File: config.mk
export PLATFORM = sky130hd
export DESIGN_NAME = uart_rx_idle
export DESIGN_NICKNAME = d
export VERILOG_FILES = /design/src/rtl/uart_rx_pkg.sv /design/src/rtl/uart_rx_tick.sv /design/src/rtl/uart_rx_sync.sv /design/src/rtl/uart_rx_frame.sv /design/src/rtl/uart_rx_idle_det.sv /design/src/rtl/uart_rx_idle.sv
export SDC_FILE = /design/constraint.sdc
export NUM_CORES = 1
export LEC_CHECK = 0
export BUFFER_PORTS_ARGS = -buffer_cell sky130_fd_sc_hd__clkbuf_2
export CAP_MARGIN = 10
export CORE_ASPECT_RATIO = 0.7
export CORE_MARGIN = 5
export CORE_UTILIZATION = 54
export DETAILED_ROUTE_END_ITERATION = 8
export HOLD_SLACK_MARGIN = 0.12
export PLACE_DENSITY = 0.76
export SLEW_MARGIN = 20
export SYNTH_ARGS = -nofsm -noshare
export SYNTH_HDL_FRONTEND = slang
export SYNTH_SLANG_ARGS = --single-unit
File: constraint.sdc
create_clock -name clk -period 2.4 [get_ports clk]
set_clock_uncertainty 0.05 [all_clocks]
set_input_delay 0.48 -clock clk [delete_from_list [all_inputs] [get_ports clk]]
set_output_delay 0.48 -clock clk [all_outputs]
set_load 0.005 [all_outputs]
File: src/rtl/uart_rx_pkg.sv
package uart_rx_pkg;

    typedef enum logic [2:0] {
        ST_IDLE,
        ST_START,
        ST_DATA,
        ST_PAR,
        ST_STOP
    } rx_state_e;

    localparam logic [2:0] PAR_NONE  = 3'd0;
    localparam logic [2:0] PAR_EVEN  = 3'd1;
    localparam logic [2:0] PAR_ODD   = 3'd2;
    localparam logic [2:0] PAR_SPACE = 3'd3;
    localparam logic [2:0] PAR_MARK  = 3'd4;

    function automatic logic [3:0] data_bits(input logic [1:0] code);
        return 4'd5 + {2'b00, code};
    endfunction

    function automatic logic par_used(input logic [2:0] mode);
        return (mode >= PAR_EVEN) && (mode <= PAR_MARK);
    endfunction

endpackage

File: src/rtl/uart_rx_tick.sv
module uart_rx_tick #(
    parameter int CLKS_PER_TICK = 2
) (
    input  logic clk,
    input  logic rst_n,
    output logic tick_o
);
    generate
        if (CLKS_PER_TICK <= 1) begin : g_every
            assign tick_o = 1'b1;
        end else begin : g_div
            localparam int CW = $clog2(CLKS_PER_TICK);
            logic [CW-1:0] cnt_d, cnt_q;

            always_comb begin
                if (cnt_q == CW'(CLKS_PER_TICK - 1)) cnt_d = '0;
                else                                 cnt_d = cnt_q + 1'b1;
            end

            always_ff @(posedge clk or negedge rst_n) begin
                if (!rst_n) cnt_q <= '0;
                else        cnt_q <= cnt_d;
            end

            assign tick_o = (cnt_q == CW'(CLKS_PER_TICK - 1));

            // ticks are single-cycle pulses
            p_tick_single_r2: assert property (@(posedge clk) disable iff (!rst_n)
                tick_o |=> !tick_o);
        end
    endgenerate
endmodule

File: src/rtl/uart_rx_sync.sv
module uart_rx_sync #(
    parameter int STAGES = 2
) (
    input  logic clk,
    input  logic rst_n,
    input  logic din_i,
    output logic dout_o,
    output logic fall_o
);
    logic [STAGES-1:0] sr_d, sr_q;
    logic              prev_d, prev_q;

    always_comb begin
        sr_d   = {sr_q[STAGES-2:0], din_i};
        prev_d = sr_q[STAGES-1];
    end

    always_ff @(posedge clk or negedge rst_n) begin
        if (!rst_n) begin
            sr_q   <= '1;
            prev_q <= 1'b1;
        end else begin
            sr_q   <= sr_d;
            prev_q <= prev_d;
        end
    end

    assign dout_o = sr_q[STAGES-1];
    assign fall_o = prev_q & ~sr_q[STAGES-1];
endmodule

File: src/rtl/uart_rx_frame.sv
module uart_rx_frame
    import uart_rx_pkg::*;
#(
    parameter int OSR = 16
) (
    input  logic       clk,
    input  logic       rst_n,
    input  logic       tick_i,
    input  logic       rx_i,
    input  logic       fall_i,
    input  logic [1:0] cfg_len_i,
    input  logic [2:0] cfg_par_i,
    input  logic       rd_i,
    output logic [7:0] data_o,
    output logic       nempty_o,
    output logic       perr_o,
    output logic       ferr_o,
    output logic       ovr_o,
    output logic       busy_o,
    output logic       done_o
);
    localparam int CW   = $clog2(OSR);
    localparam int HALF = OSR / 2;

    typedef struct packed {
        rx_state_e  st;
        logic [CW-1:0] cnt;
        logic [3:0] idx;
        logic [7:0] sh;
        logic       pbit;
        logic [7:0] data;
        logic       nempty;
        logic       perr;
        logic       ferr;
        logic       ovr;
    } frm_t;

    frm_t       q, d;
    logic       done;
    logic [3:0] nbits;
    logic [7:0] aligned;
    logic       ones;
    logic       bad_par;
    logic       mid;

    always_comb begin
        d       = q;
        done    = 1'b0;
        nbits   = data_bits(cfg_len_i);
        aligned = q.sh >> (4'd8 - nbits);
        ones    = ^aligned;
        mid     = tick_i && (q.cnt == CW'(OSR - 1));
        case (cfg_par_i)
            PAR_EVEN:  bad_par = ones ^ q.pbit;
            PAR_ODD:   bad_par = ~(ones ^ q.pbit);
            PAR_SPACE: bad_par = q.pbit;
            PAR_MARK:  bad_par = ~q.pbit;
            default:   bad_par = 1'b0;
        endcase

        if (rd_i) begin
            d.nempty = 1'b0;
            d.perr   = 1'b0;
            d.ferr   = 1'b0;
            d.ovr    = 1'b0;
        end

        if (tick_i && q.st != ST_IDLE) d.cnt = q.cnt + 1'b1;

        case (q.st)
            ST_IDLE: begin
                if (fall_i) begin
                    d.st  = ST_START;
                    d.cnt = '0;
                end
            end
            ST_START: begin
                if (tick_i && q.cnt == CW'(HALF - 1)) begin
                    d.cnt = '0;
                    d.idx = '0;
                    d.st  = rx_i ? ST_IDLE : ST_DATA;
                end
            end
            ST_DATA: begin
                if (mid) begin
                    d.sh = {rx_i, q.sh[7:1]};
                    if (q.idx == nbits - 4'd1)
                        d.st = par_used(cfg_par_i) ? ST_PAR : ST_STOP;
                    else
                        d.idx = q.idx + 4'd1;
                end
            end
            ST_PAR: begin
                if (mid) begin
                    d.pbit = rx_i;
                    d.st   = ST_STOP;
                end
            end
            ST_STOP: begin
                if (mid) begin
                    done = 1'b1;
                    d.st = ST_IDLE;
                    if (q.nempty && !rd_i) begin
                        d.ovr = 1'b1;
                    end else begin
                        d.data   = aligned;
                        d.nempty = 1'b1;
                        d.perr   = bad_par;
                        d.ferr   = ~rx_i;
                    end
                end
            end
            default: d.st = ST_IDLE;
        endcase
    end

    always_ff @(posedge clk or negedge rst_n) begin
        if (!rst_n) begin
            q    <= '0;
            q.st <= ST_IDLE;
        end else begin
            q <= d;
        end
    end

    assign data_o   = q.data;
    assign nempty_o = q.nempty;
    assign perr_o   = q.perr;
    assign ferr_o   = q.ferr;
    assign ovr_o    = q.ovr;
    assign busy_o   = (q.st != ST_IDLE);
    assign done_o   = done;

    // a read with no completing character empties the register
    p_read_clears_r7: assert property (@(posedge clk) disable iff (!rst_n)
        (rd_i && !done) |=> (!q.nempty && !q.perr && !q.ferr && !q.ovr));
    // a full register keeps its character when another completes
    p_overrun_keeps_r6: assert property (@(posedge clk) disable iff (!rst_n)
        (done && q.nempty && !rd_i) |=> (q.ovr && $stable(q.data)));
    // the not-empty flag rises only with a completed frame
    p_fill_on_done_r5: assert property (@(posedge clk) disable iff (!rst_n)
        $rose(q.nempty) |-> $past(done));
    // a framing error always goes with a held character
    p_ferr_with_char_r4: assert property (@(posedge clk) disable iff (!rst_n)
        q.ferr |-> q.nempty);
endmodule

File: src/rtl/uart_rx_idle_det.sv
module uart_rx_idle_det
    import uart_rx_pkg::*;
#(
    parameter int OSR = 16
) (
    input  logic       clk,
    input  logic       rst_n,
    input  logic       tick_i,
    input  logic       rx_i,
    input  logic       busy_i,
    input  logic       done_i,
    input  logic       rd_i,
    input  logic [1:0] cfg_len_i,
    input  logic [2:0] cfg_par_i,
    output logic       idle_o
);
    localparam int MAXT = OSR * 12;
    localparam int TW   = $clog2(MAXT) + 1;

    typedef struct packed {
        logic [TW-1:0] cnt;
        logic          armed;
        logic          flag;
    } idl_t;

    idl_t          q, d;
    logic [TW-1:0] frame_ticks;

    always_comb begin
        d           = q;
        frame_ticks = TW'(OSR) * TW'(4'd2 + data_bits(cfg_len_i)
                                    + {3'b000, par_used(cfg_par_i)});
        if (rd_i) d.flag = 1'b0;
        if (done_i) begin
            d.armed = 1'b1;
            d.cnt   = '0;
        end else if (busy_i || !rx_i) begin
            d.cnt = '0;
        end else if (q.armed && tick_i) begin
            if (q.cnt == frame_ticks - 1'b1) begin
                d.flag  = 1'b1;
                d.armed = 1'b0;
                d.cnt   = '0;
            end else begin
                d.cnt = q.cnt + 1'b1;
            end
        end
    end

    always_ff @(posedge clk or negedge rst_n) begin
        if (!rst_n) q <= '0;
        else        q <= d;
    end

    assign idle_o = q.flag;

    // the idle flag is raised only from a high, quiet line
    p_idle_quiet_r8: assert property (@(posedge clk) disable iff (!rst_n)
        $rose(q.flag) |-> ($past(rx_i) && !$past(busy_i)));
    // the idle flag is raised only after a character has armed it
    p_idle_armed_r8: assert property (@(posedge clk) disable iff (!rst_n)
        $rose(q.flag) |-> $past(q.armed));
endmodule

File: src/rtl/uart_rx_idle.sv
module uart_rx_idle #(
    parameter int CLKS_PER_TICK = 2,
    parameter int OSR           = 16,
    parameter int SYNC_STAGES   = 2
) (
    input  logic       clk,
    input  logic       rst_n,
    input  logic       rxd_i,
    input  logic [1:0] cfg_len_i,
    input  logic [2:0] cfg_par_i,
    input  logic       rd_i,
    output logic [7:0] rx_data_o,
    output logic       not_empty_o,
    output logic       par_err_o,
    output logic       frm_err_o,
    output logic       overrun_o,
    output logic       idle_o
);
    logic tick, rx_s, fall, busy, done;

    uart_rx_tick #(.CLKS_PER_TICK(CLKS_PER_TICK)) u_tick (
        .clk(clk), .rst_n(rst_n), .tick_o(tick)
    );

    uart_rx_sync #(.STAGES(SYNC_STAGES)) u_sync (
        .clk(clk), .rst_n(rst_n), .din_i(rxd_i), .dout_o(rx_s), .fall_o(fall)
    );

    uart_rx_frame #(.OSR(OSR)) u_frame (
        .clk(clk), .rst_n(rst_n), .tick_i(tick), .rx_i(rx_s), .fall_i(fall),
        .cfg_len_i(cfg_len_i), .cfg_par_i(cfg_par_i), .rd_i(rd_i),
        .data_o(rx_data_o), .nempty_o(not_empty_o), .perr_o(par_err_o),
        .ferr_o(frm_err_o), .ovr_o(overrun_o), .busy_o(busy), .done_o(done)
    );

    uart_rx_idle_det #(.OSR(OSR)) u_idle (
        .clk(clk), .rst_n(rst_n), .tick_i(tick), .rx_i(rx_s), .busy_i(busy),
        .done_i(done), .rd_i(rd_i), .cfg_len_i(cfg_len_i),
        .cfg_par_i(cfg_par_i), .idle_o(idle_o)
    );
endmodule

==> results.md <==
* CTS root buf: clkbuf_8
* Routed WL at 6410 microns
* Lkg Pwr at 0.00162 uW
* Cell area after synthesis at 2800 sq um
* Worst endpoint required time at 2.53 ns
* Final min period at 2.64 ns
* Worst skew pair latency at 0.30 ns
* All-Layer GR Usage at 0.197
* Number of flops mapped to enable cells by yosys at 0
* Critical Path End Type: flip-flop
* Final setup viols at 13
* Hold Crit Start: rxd_i
* Worst Slack Setup Final at -0.236 ns
* Top cells by area, synth: dfrtp_1, nand2_1, ha_1
* Peak supply drop at 0.000414 V
* Register area share after synthesis at 0.421
* Starting density of the core at 0.573
* Synth cell types at 55
* Iteration count of the initial detailed-routing pass at 4
* Primary FF master, synth: dfrtp_1
* Max Freq at 379 MHz
* Rel. slew slack at 0.602
* Final Max Tran Viols at 0
* First-pass GRT wire length at 10500 microns
* RSZ-0062 raised after global routing: yes
* Critical R2R Launch: u_frame.q[15]
* Power Dens Cells at 599 nW/um^2
* Critical path cell sequence: buf_8, nor2_4, xnor2_2, ha_2, inv_2, ha_4, ha_4, buf_4, and3b_1, o41ai_2, buf_4, nor2b_1, o21ai_1, o31ai_1
* Syn_nets at 322
* Crit path kind: in -> reg
* Via count at 2347
* Hold Buf Count CTS at 0
* Share of cells above drive strength 1 at 0.328
* Vias in the first global route at 2221
* Worst Setup Start Kind: primary input
* DRC Markers at 0
* Critical Path Max Stage Delay at 0.39 ns
* GRT Residual Overflow at 0
* Area share of xor/xnor cells in the synthesized design at 0.0617
* Top cell type by total area after synthesis: dfrtp_1
* Largest net degree at the start of global routing at 48
* Mapped Cells at 304
* R2R cell count at 7
* CTS tree: done
* Top delay family on crit path: adder cells
* Flops & latches, synth at 47
* Multi-input logic area at 1620 sq um
* Final period utilization at 1.10
* Die area at 6750 sq um
* PortBufs at 21
* Post-DP HPWL at 4340 microns
* P&R area growth vs syn at 24.6%
* Bufs and invs on worst path at 4
* Chip Height at 70.3 microns
* Top cell type's share of synthesized area at 0.393
* Synth Area in Compound Gates at 0.133
* Synth Area in Simple Gates at 0.216
* TritonCTS Sinks at 47
* Die width at 96.1 microns
* H-tree levels at 2
* Hold Path Stages at 1
* Post-synthesis mux area share at 0.0643
* Inserted Clock Buffers at 5
* Antenna diode count at 0
* Slowest cell on crit path: o41ai_2
* Vias per cell at 5.55
* Syn_area_per_cell at 9.21 sq um
* Placed cell area at 3160 sq um
* Worst hold path class: in -> reg
* Starting DRT DRC Count at 176
* R2r setup slk at 0.09 ns
* Async set or reset register ratio after synthesis at 1.00
* Cell area after layout at 3490 sq um
* Maxcap violations at 0
* Row count at 21
* CORE AREA at 4890 sq um
* Slew at the pin with the worst max-slew slack at 0.597 ns
* NumNets Final at 371
* Largest family of logic cells by synthesized area: simple AND/OR/NAND/NOR gates
* Filler cells at 375
* GPL Wtd Cong at 0.822
* Final Hold Viols at 0
* Mean routed wirelength per cell at 15.2 microns
* Initial antenna violation count at 0
* Io pins at 22
* Sequential Area at 1180 sq um
* Synth Area in Adders at 0.0402
* Synth warnings at 0
* Clock transition at path regs at 0.09 ns
* Crit path arrival time at 2.76 ns
* Worst-path maximum fanout at 6
* Outcome: finished, violations left
* Worst R2R End: u_frame.perr_o
* Final Power at 2090 uW
* Hold path endpoint: u_sync.sr_q[0]
* Violated checks: negative setup slack
* CTS max path bufs at 2
* Antenna-violating nets left at 0
==> cells by family (layout without fill, tap and decap cells) <==
group	after synthesis	in the layout
adders and majority gates	9	9
DFF	47	47
buffers and inverters	32	82
and+or+nand+nor	131	131
AOI/OAI and AO/OA	56	56
xor gates and xnor gates	18	18
muxes	11	11
==> where the power goes <==
part	leakage (uW)	switching, uW	internal, uW
clock network	0.0000515	260	263
registers	0.000617	115	857
logic	0.000956	297	296
==> placed cells by master, fill, tap and decap left out, types with 6 or more instances in the layout <==
cell	instances
nand2b_1	6
o21ai_0	8
nand3_1	11
nand2_1	63
xnor2_1	7
a21oi_1	8
nor3_1	6
buf_4	40
dfrtp_1	44
o21ai_1	9
clkbuf_8	8
nor2_1	21
inv_1	7
clkbuf_2	18
xor2_1	6
==> synth_stat cells (6+ instances only) <==
library cell,count
a21oi_1,10
buf_4,8
clkbuf_1,8
dfrtp_1,44
ha_1,9
inv_1,11
nand2_1,63
nand2b_1,6
nand3_1,11
nor2_1,22
nor3_1,6
o21ai_0,19
xnor2_1,10
xor2_1,7
==> metrics by stage <==
step	util	TNS (ns)	hold WS [ns]	std cells	setup WS (ns)
after detailed placement	0.646	-7.41	0.303	406	-0.628
after global placement	0.646	-6.19	0.297	406	-0.527
after floorplan	-	-5.73	0.134	304	-0.606
final	0.714	-1.75	0.207	423	-0.236
after global routing	0.714	-3.05	0.191	423	-0.357
after CTS	0.691	-1.39	0.195	418	-0.178
==> repair_timing <==
action | CTS | global route
setup buffers | 3 | 5
gates cloned | 1 | 0
resized for setup | 31 | 18
pin swaps | 12 | 5
setup endpoints to repair | 12 | 14
==> how the worst max path moves through the flow <==
stage / from / end / slack, ns / cells past startpoint
6_report: cfg_par_i[0] / u_idle.q[9] / -0.24 / 14
5_1_grt: cfg_par_i[0] / u_idle.q[5] / -0.36 / 15
4_1_cts: cfg_par_i[0] / u_idle.q[9] / -0.18 / 15
3_5_place_dp: cfg_par_i[1] / u_idle.q[9] / -0.63 / 15
3_3_place_gp: cfg_par_i[1] / u_idle.q[9] / -0.53 / 15
2_1_floorplan: cfg_len_i[0] / u_idle.q[6] / -0.61 / 16
==> sequential cells by signal, indices dropped and copies added (netlist names) <==
| name | flops |
|---|---|
| u_frame.q | 20 |
| u_idle.idle_o | 1 |
| u_idle.q | 10 |
| u_sync.prev_q | 1 |
| u_frame.ovr_o | 1 |
| u_frame.perr_o | 1 |
| u_sync.sr_q | 2 |
| u_frame.ferr_o | 1 |
| u_frame.data_o | 8 |
| u_frame.nempty_o | 1 |
| u_tick.tick_o | 1 |
==> cell type report <==
type                    instances  share of cell area
multi-input cells             225               0.464
flip-flops and latches         47               0.338
repair buffers                 63               0.130
clock buffers                   8              0.0287
well taps                      69              0.0247
inverters                      11              0.0147
==> layer usage <==
metal,vias to the layer above,GRT usage,wire length (microns)
met5,-,0,0
met4,0,0.0584,74
met3,6,0.0408,290
met2,56,0.295,2930
met1,1142,0.287,3120
li1,1143,-,-
Power figures use the tool's default switching activity.
